**config.mk**
```make
export PLATFORM = sky130hd
export DESIGN_NAME = qspi_slave_queue
export DESIGN_NICKNAME = d
export VERILOG_FILES = /design/src/rtl/qsq_pkg.sv /design/src/rtl/qsq_sync.sv /design/src/rtl/qsq_ram.sv /design/src/rtl/qspi_slave_queue.sv
export SDC_FILE = /design/constraint.sdc
export NUM_CORES = 1
export LEC_CHECK = 0
export ABC_CLOCK_PERIOD_IN_PS = 5000
export CAP_MARGIN = 10
export CORE_UTILIZATION = 55
export CTS_CLUSTER_SIZE = 24
export DETAILED_ROUTE_END_ITERATION = 10
export GPL_TIMING_DRIVEN = 0
export PLACE_DENSITY = 0.75
export SLEW_MARGIN = 10
export SYNTH_ARGS = -nofsm -noshare
export SYNTH_HDL_FRONTEND = slang
export SYNTH_HIERARCHICAL = 1
export SYNTH_SLANG_ARGS = --single-unit
```
**constraint.sdc**
```tcl
create_clock -name clk -period 5 [get_ports clk]
set_input_delay 0.75 -clock clk [delete_from_list [all_inputs] [get_ports clk]]
set_output_delay 0.75 -clock clk [all_outputs]
set_load 0.05 [all_outputs]
```
**src/rtl/qsq_pkg.sv**
```systemverilog
package qsq_pkg;
  typedef enum logic [1:0] {
    SEL_CTRL = 2'd0,
    SEL_QPTR = 2'd1,
    SEL_WRAP = 2'd2,
    SEL_STAT = 2'd3
  } reg_sel_e;
endpackage

```
**src/rtl/qsq_sync.sv**
```systemverilog
module qsq_sync #(
  parameter int   STAGES  = 2,
  parameter logic RST_VAL = 1'b0
) (
  input  logic clk,
  input  logic rst,
  input  logic d,
  output logic q
);
  logic [STAGES-1:0] chain;

  always_ff @(posedge clk) begin
    if (rst) chain <= {STAGES{RST_VAL}};
    else     chain <= {chain[STAGES-2:0], d};
  end

  assign q = chain[STAGES-1];
endmodule

```
**src/rtl/qsq_ram.sv**
```systemverilog
module qsq_ram #(
  parameter int DW = 16,
  parameter int AW = 4
) (
  input  logic          clk,
  input  logic          we,
  input  logic [AW-1:0] waddr,
  input  logic [DW-1:0] wdata,
  input  logic [AW-1:0] raddr,
  output logic [DW-1:0] rdata
);
  localparam int DEPTH = 1 << AW;
  logic [DW-1:0] mem [DEPTH];

  always_ff @(posedge clk) begin
    if (we) mem[waddr] <= wdata;
    rdata <= mem[raddr];
  end
endmodule

```
**src/rtl/qspi_slave_queue.sv**
```systemverilog
module qspi_slave_queue #(
  parameter int DW   = 16,
  parameter int AW   = 4,
  parameter int SYNC = 2
) (
  input  logic          clk,
  input  logic          rst,
  input  logic          reg_we,
  input  logic [1:0]    reg_addr,
  input  logic [2*AW-1:0] reg_wdata,
  input  logic          tx_we,
  input  logic [AW-1:0] tx_addr,
  input  logic [DW-1:0] tx_wdata,
  input  logic [AW-1:0] rx_addr,
  output logic [DW-1:0] rx_rdata,
  input  logic          sclk_i,
  input  logic          ss_n_i,
  input  logic          mosi_i,
  output logic          miso_o,
  output logic          miso_oe,
  output logic          run_o,
  output logic          done_o,
  output logic          irq_o,
  output logic [AW-1:0] last_ptr_o
);
  import qsq_pkg::*;

  localparam int LW = $clog2(DW);
  localparam logic [2:0] SYNC_RST = 3'b010;

  // serial inputs into the system clock domain: {mosi, select, clock}
  logic [2:0] raw_in, syn_in;
  assign raw_in = {mosi_i, ss_n_i, sclk_i};

  for (genvar g = 0; g < 3; g++) begin : g_sync
    qsq_sync #(.STAGES(SYNC), .RST_VAL(SYNC_RST[g])) u_sync (
      .clk(clk), .rst(rst), .d(raw_in[g]), .q(syn_in[g])
    );
  end

  logic sclk_s, ss_s, mosi_s, sclk_d;
  assign sclk_s = syn_in[0];
  assign ss_s   = syn_in[1];
  assign mosi_s = syn_in[2];

  // control state
  logic          en_q, mstr_q, cpol_q, cpha_q, wren_q, wrto_q, ie_q, done_q, pend_q;
  logic [LW-1:0] len_q;
  logic [AW-1:0] newq_q, endq_q, wptr_q, cpt_q;
  logic [LW:0]   cnt_q;
  logic [DW-1:0] rsh_q, tx_q;
  logic          miso_q, oe_q;

  logic wr_ctrl, wr_qptr, wr_wrap, wr_stat;
  assign wr_ctrl = reg_we && (reg_addr == SEL_CTRL);
  assign wr_qptr = reg_we && (reg_addr == SEL_QPTR);
  assign wr_wrap = reg_we && (reg_addr == SEL_WRAP);
  assign wr_stat = reg_we && (reg_addr == SEL_STAT);

  // edge selection by mode
  logic rise, fall, lead, trail, samp, drive, active;
  assign rise   = sclk_s & ~sclk_d;
  assign fall   = ~sclk_s & sclk_d;
  assign lead   = cpol_q ? fall : rise;
  assign trail  = cpol_q ? rise : fall;
  assign samp   = cpha_q ? trail : lead;
  assign drive  = cpha_q ? lead : trail;
  assign active = en_q & ~mstr_q & ~ss_s;

  // word length
  logic [LW:0]   nbits;
  logic [LW-1:0] nm1;
  assign nbits = (len_q < LW'(DW/2)) ? (LW+1)'(DW) : {1'b0, len_q};
  assign nm1   = LW'(nbits - 1'b1);

  logic          last_bit, at_end;
  logic [DW-1:0] rx_word;
  assign last_bit = active && samp && ((cnt_q + 1'b1) == nbits);
  assign at_end   = (wptr_q == endq_q);
  assign rx_word  = {rsh_q[DW-2:0], mosi_s};

  qsq_ram #(.DW(DW), .AW(AW)) u_txram (
    .clk(clk), .we(tx_we), .waddr(tx_addr), .wdata(tx_wdata),
    .raddr(wptr_q), .rdata(tx_q)
  );

  qsq_ram #(.DW(DW), .AW(AW)) u_rxram (
    .clk(clk), .we(last_bit), .waddr(wptr_q), .wdata(rx_word),
    .raddr(rx_addr), .rdata(rx_rdata)
  );

  always_ff @(posedge clk) begin
    if (rst) begin
      en_q <= 1'b0; mstr_q <= 1'b0; cpol_q <= 1'b0; cpha_q <= 1'b0;
      len_q <= '0; newq_q <= '0; endq_q <= '0;
      wren_q <= 1'b0; wrto_q <= 1'b0; ie_q <= 1'b0; done_q <= 1'b0;
      pend_q <= 1'b0; wptr_q <= '0; cpt_q <= '0; cnt_q <= '0;
      rsh_q <= '0; miso_q <= 1'b0; oe_q <= 1'b0; sclk_d <= 1'b0;
    end else begin
      sclk_d <= sclk_s;
      oe_q   <= active;
      if (wr_ctrl) begin
        en_q   <= reg_wdata[0];
        mstr_q <= reg_wdata[1];
        cpol_q <= reg_wdata[2];
        cpha_q <= reg_wdata[3];
        len_q  <= reg_wdata[4 +: LW];
      end
      if (wr_qptr) begin
        newq_q <= reg_wdata[AW-1:0];
        endq_q <= reg_wdata[2*AW-1:AW];
      end
      if (wr_wrap) begin
        wren_q <= reg_wdata[0];
        wrto_q <= reg_wdata[1];
        ie_q   <= reg_wdata[2];
      end
      if (wr_stat && reg_wdata[0]) done_q <= 1'b0;

      if (!active) begin
        cnt_q  <= '0;
        rsh_q  <= '0;
        miso_q <= tx_q[nm1];
        if (pend_q) begin
          wptr_q <= newq_q;
          pend_q <= 1'b0;
        end
      end else begin
        if (samp) begin
          if (last_bit) begin
            cnt_q <= '0;
            rsh_q <= '0;
            cpt_q <= wptr_q;
            if (at_end) begin
              done_q <= 1'b1;
              if (wren_q) wptr_q <= wrto_q ? newq_q : '0;
              else begin
                en_q   <= 1'b0;
                wptr_q <= wptr_q + 1'b1;
              end
            end else begin
              wptr_q <= wptr_q + 1'b1;
            end
          end else begin
            cnt_q <= cnt_q + 1'b1;
            rsh_q <= rx_word;
          end
        end
        if (drive) miso_q <= tx_q[nm1 - cnt_q[LW-1:0]];
      end
      // a pointer write or a fresh start re-targets the queue
      if (wr_qptr || (wr_ctrl && reg_wdata[0] && !en_q)) pend_q <= 1'b1;
    end
  end

  assign miso_o     = miso_q;
  assign miso_oe    = oe_q;
  assign run_o      = en_q;
  assign done_o     = done_q;
  assign irq_o      = done_q & ie_q;
  assign last_ptr_o = cpt_q;

  p_cnt_range_r4: assert property (@(posedge clk) disable iff (rst)
    active |-> (cnt_q < nbits));
  p_tristate_r10: assert property (@(posedge clk) disable iff (rst)
    ss_s |=> !miso_oe);
  p_cpt_track_r5: assert property (@(posedge clk) disable iff (rst)
    last_bit |=> (last_ptr_o == $past(wptr_q)));
  p_stop_end_r8: assert property (@(posedge clk) disable iff (rst)
    (last_bit && at_end && !wren_q) |=> (!run_o && done_o));
  p_wrap_zero_r9: assert property (@(posedge clk) disable iff (rst)
    (last_bit && at_end && wren_q && !wrto_q) |=> (wptr_q == '0));
  p_hold_ptr_r6: assert property (@(posedge clk) disable iff (rst)
    (!active && !pend_q) |=> (wptr_q == $past(wptr_q)));
endmodule

```
==> summary.txt, run 1 <==
Routing
  – Vias after detailed routing: 11,770
  – Pre-antenna DRT Iters: 8
  – Routed Antenna Nets: 0
  – Number of DRC markers in iteration 0: 1,063
  – Drt drc: 6
  – WL per Instance: 25.2 um
  – Routed vias/inst: 6.14
  – Post-Route WL: 48.3 mm

Clock network
  – Later-pin clock latency in the skew report: 0.60 ns
  – CTS buffer count: 57
  – Sink Count: 602
  – CTS tree: yes
  – Worst-path clk slew: 0.06 ns
  – Hold_buf cts: 0
  – Post_cts resized: 0
  – Clock Tree Buf Depth: 3
  – Root buffer cell: clkbuf_16
  – H-tree depth: 2
  – Post-CTS Setup Bufs: 0

STA
  – Final count of hold timing violations: 0
  – Worst-margin pin slew: 0.935 ns
  – RSZ-0062 raised after global routing: no
  – Clock Skew: 0.0144 ns
  – Final max-slew violation count: 0
  – Final setup fails: 0
  – Slew HR: 0.373
  – Final Cycle Share: 0.856
  – Fmax: about 230 MHz
  – Crit path time final: approximately 4.3 ns

Yosys
  – Synth area leader: edfxtp_1
  – Area contributors post-synth: edfxtp_1 (67%), mux4_2 (11%), dfxtp_1 (7.8%), mux4_1 (2.3%), a22oi_1 (2.1%)
  – Post-Synthesis Cell Area: 0.0230 mm2
  – Syn_nets: 1,231
  – Predominant post-synthesis flop cell: edfxtp_1
  – Seq cells post-synth: 602
  – Synth top area share: 0.670
  – Syn. warnings: 6
  – Post-synthesis sequential area ratio: 0.748
  – Synth cell types: 58
  – EDFF count, synth: 512
  – Cells after Synth: 1,183
  – Syn Area/Cell: 19.4 um2
  – Ys async rst share: 0

Place
  – Post-DP Area: 0.0248 mm2
  – IO Port Bufs: 63
  – Gpl congestion: 0.815
  – Cells after DPL: 1,812
  – HPWL after detailed placement: about 32 mm

GRT
  – Vias in the first global route: 11,853
  – First-pass GRT wire length: a little over 70 mm
  – GRT Util Overall: 0.234
  – Pin count of the biggest net entering global routing: 19
  – Antenna violations before repair: 0
  – GRT Residual Overflow: 0

Floorplanning
  – Die Wd: roughly 210 um
  – # IOs: 66
  – Vert. Die Dim: 206 um
  – Core footprint: 0.0410 mm2
  – Rows: 74
  – Full die area: 0.0426 mm2
  – Initial Utilization: 0.560

Final layout
  – Most frequent cells in the layout: edfxtp_1 (512), mux4_2 (112), dfxtp_1 (90)
  – Footprint of the multi-input gates: 0.00550 mm2
  – Commonest non-fill, non-tap cell in the layout: edfxtp_1
  – Layout cells sized above 1: 0.211
  – Area Growth Syn to Fin: 15.8%
  – Design Area, Final: 0.0266 mm2
  – ANT cells: 0
  – Register area: between 0.015 and 0.02 mm2
  – Final cell count without fillers: 1,917
  – Nets: 1,387
  – Fillers: 2,683

Critical path
  – CP required: 5.30 ns
  – Setup CP Type: reg2reg
  – Element type at the critical path end: flip-flop
  – Max FO, Critical Path: 10
  – Crit start category: flip-flop
  – Arr. time, crit path: 4.58 ns

Run
  – Max Cap Viol: 0

Power and ir drop
  – Worst vdd ir: between 0.3 and 0.4 mV
  – Pwr dens: roughly 380 mW/mm2
  – Lkg Pwr: about 8.3 nW

Run status
  – Status: finished, violations left
  – Failing checks: DRC

Worst hold path
  – Hold WC Path Type: reg2reg
metal layers:
layer  GRT usage  vias to the layer above  wire length, um
met5           0                        -                0
met4      0.0801                        0             1340
met3      0.0326                       87             2960
met2       0.400                      448            25200
met1       0.309                     6101            18800
li1            -                     5134                -
worst max-delay path, cell delays in order (launching register included):
cell      delay, ns
dfxtp_1        0.35
xor2_1         0.41
mux2i_1        0.35
clkbuf_1       0.40
clkbuf_1       0.41
nand2_1        0.10
a21oi_1        0.34
or3b_2         0.57
nor3_2         0.73
buf_4          0.33
state kept, by name, indices dropped and copies added (netlist names), 4 cells and up:
signal / flops
len_q: 4
endq_q: 4
u_rxram/rdata: 16
last_ptr_o: 4
g_sync.u_sync/chain: 6
u_txram/mem: 256
u_rxram/mem: 256
wptr_q: 4
u_txram/rdata: 16
cnt_q: 5
rsh_q: 15
newq_q: 4
per-stage QoR:
stage	power [mW]	util	setup slack, ns	hold WS, ns	TNS (ns)
6_report	10.1	0.648	0.719	0.413	0
5_1_grt	10.3	0.648	0.524	0.427	0
4_1_cts	10.1	0.648	0.690	0.415	0
3_5_place_dp	6.03	0.604	0.732	0.406	0
3_3_place_gp	6.00	0.591	-0.359	0.398	-9.10
2_1_floorplan	5.85	-	1.19	0.383	0
cell type report:
class	count	area share
Sequential cell	602	0.646
Multi-Input combinational cell	510	0.207
Clock buffer	79	0.0597
Timing Repair Buffer	97	0.0398
Tap cell	532	0.0250
Buffer	57	0.0124
Clock inverter	26	0.00772
Inverter	14	0.00198
where the power goes:
group / leakage, nW / total [mW] / switching [mW] / internal, mW
clock network: 0.880 / 4.15 / 1.78 / 2.37
logic: 2.20 / 0.410 / 0.239 / 0.171
registers: 5.18 / 5.51 / 0.0304 / 5.48
cell usage after synthesis (all sizes together) (3+ instances only):
library cell and n:
xor2 4, clkbuf 25, a21oi 30, mux4 132
nand2 75, o21ai 9, xnor2 10, buf 32
nor3 11, and2 4, nand3b 6, nand2b 8
inv 14, nor2b 11, mux2i 27, dfxtp 90
ha 6, a22oi 64, nand3 24, or3 3
nor4 3, nor2 47, edfxtp 512
worst paths after layout:
path              cells past startpoint                   endpoint  slack, ns                      start
setup / recovery                      9         u_rxram/mem[0][15]       0.72                     cpol_q
hold / removal                        1  g_sync[1].u_sync/chain[1]       0.41  g_sync[1].u_sync/chain[0]
setup reg to reg                      9         u_rxram/mem[0][15]       0.72                     cpol_q
hold reg to reg                       1  g_sync[1].u_sync/chain[1]       0.41  g_sync[1].u_sync/chain[0]
cells by family (layout without fill, tap and decap cells):
kind of cell | Yosys count | after routing | synth area share
and+or+nand+nor | 203 | 203 | 0.0423
DFF | 602 | 602 | 0.748
adders and majority gates | 7 | 7 | 0.00414
AOI/OAI and AO/OA | 126 | 126 | 0.0384
xor gates and xnor gates | 14 | 14 | 0.00534
buffers and inverters | 71 | 273 | 0.0166
muxes | 160 | 160 | 0.145
No activity file was read; power rests on OpenSTA's default activity.
==> run 2, diff against run 1 <==
HOLD_SLACK_MARGIN = 0.06   (was unset)
==> results of run 2 <==
Same layout as run 1: the final DEF is identical, and so are final timing and power.
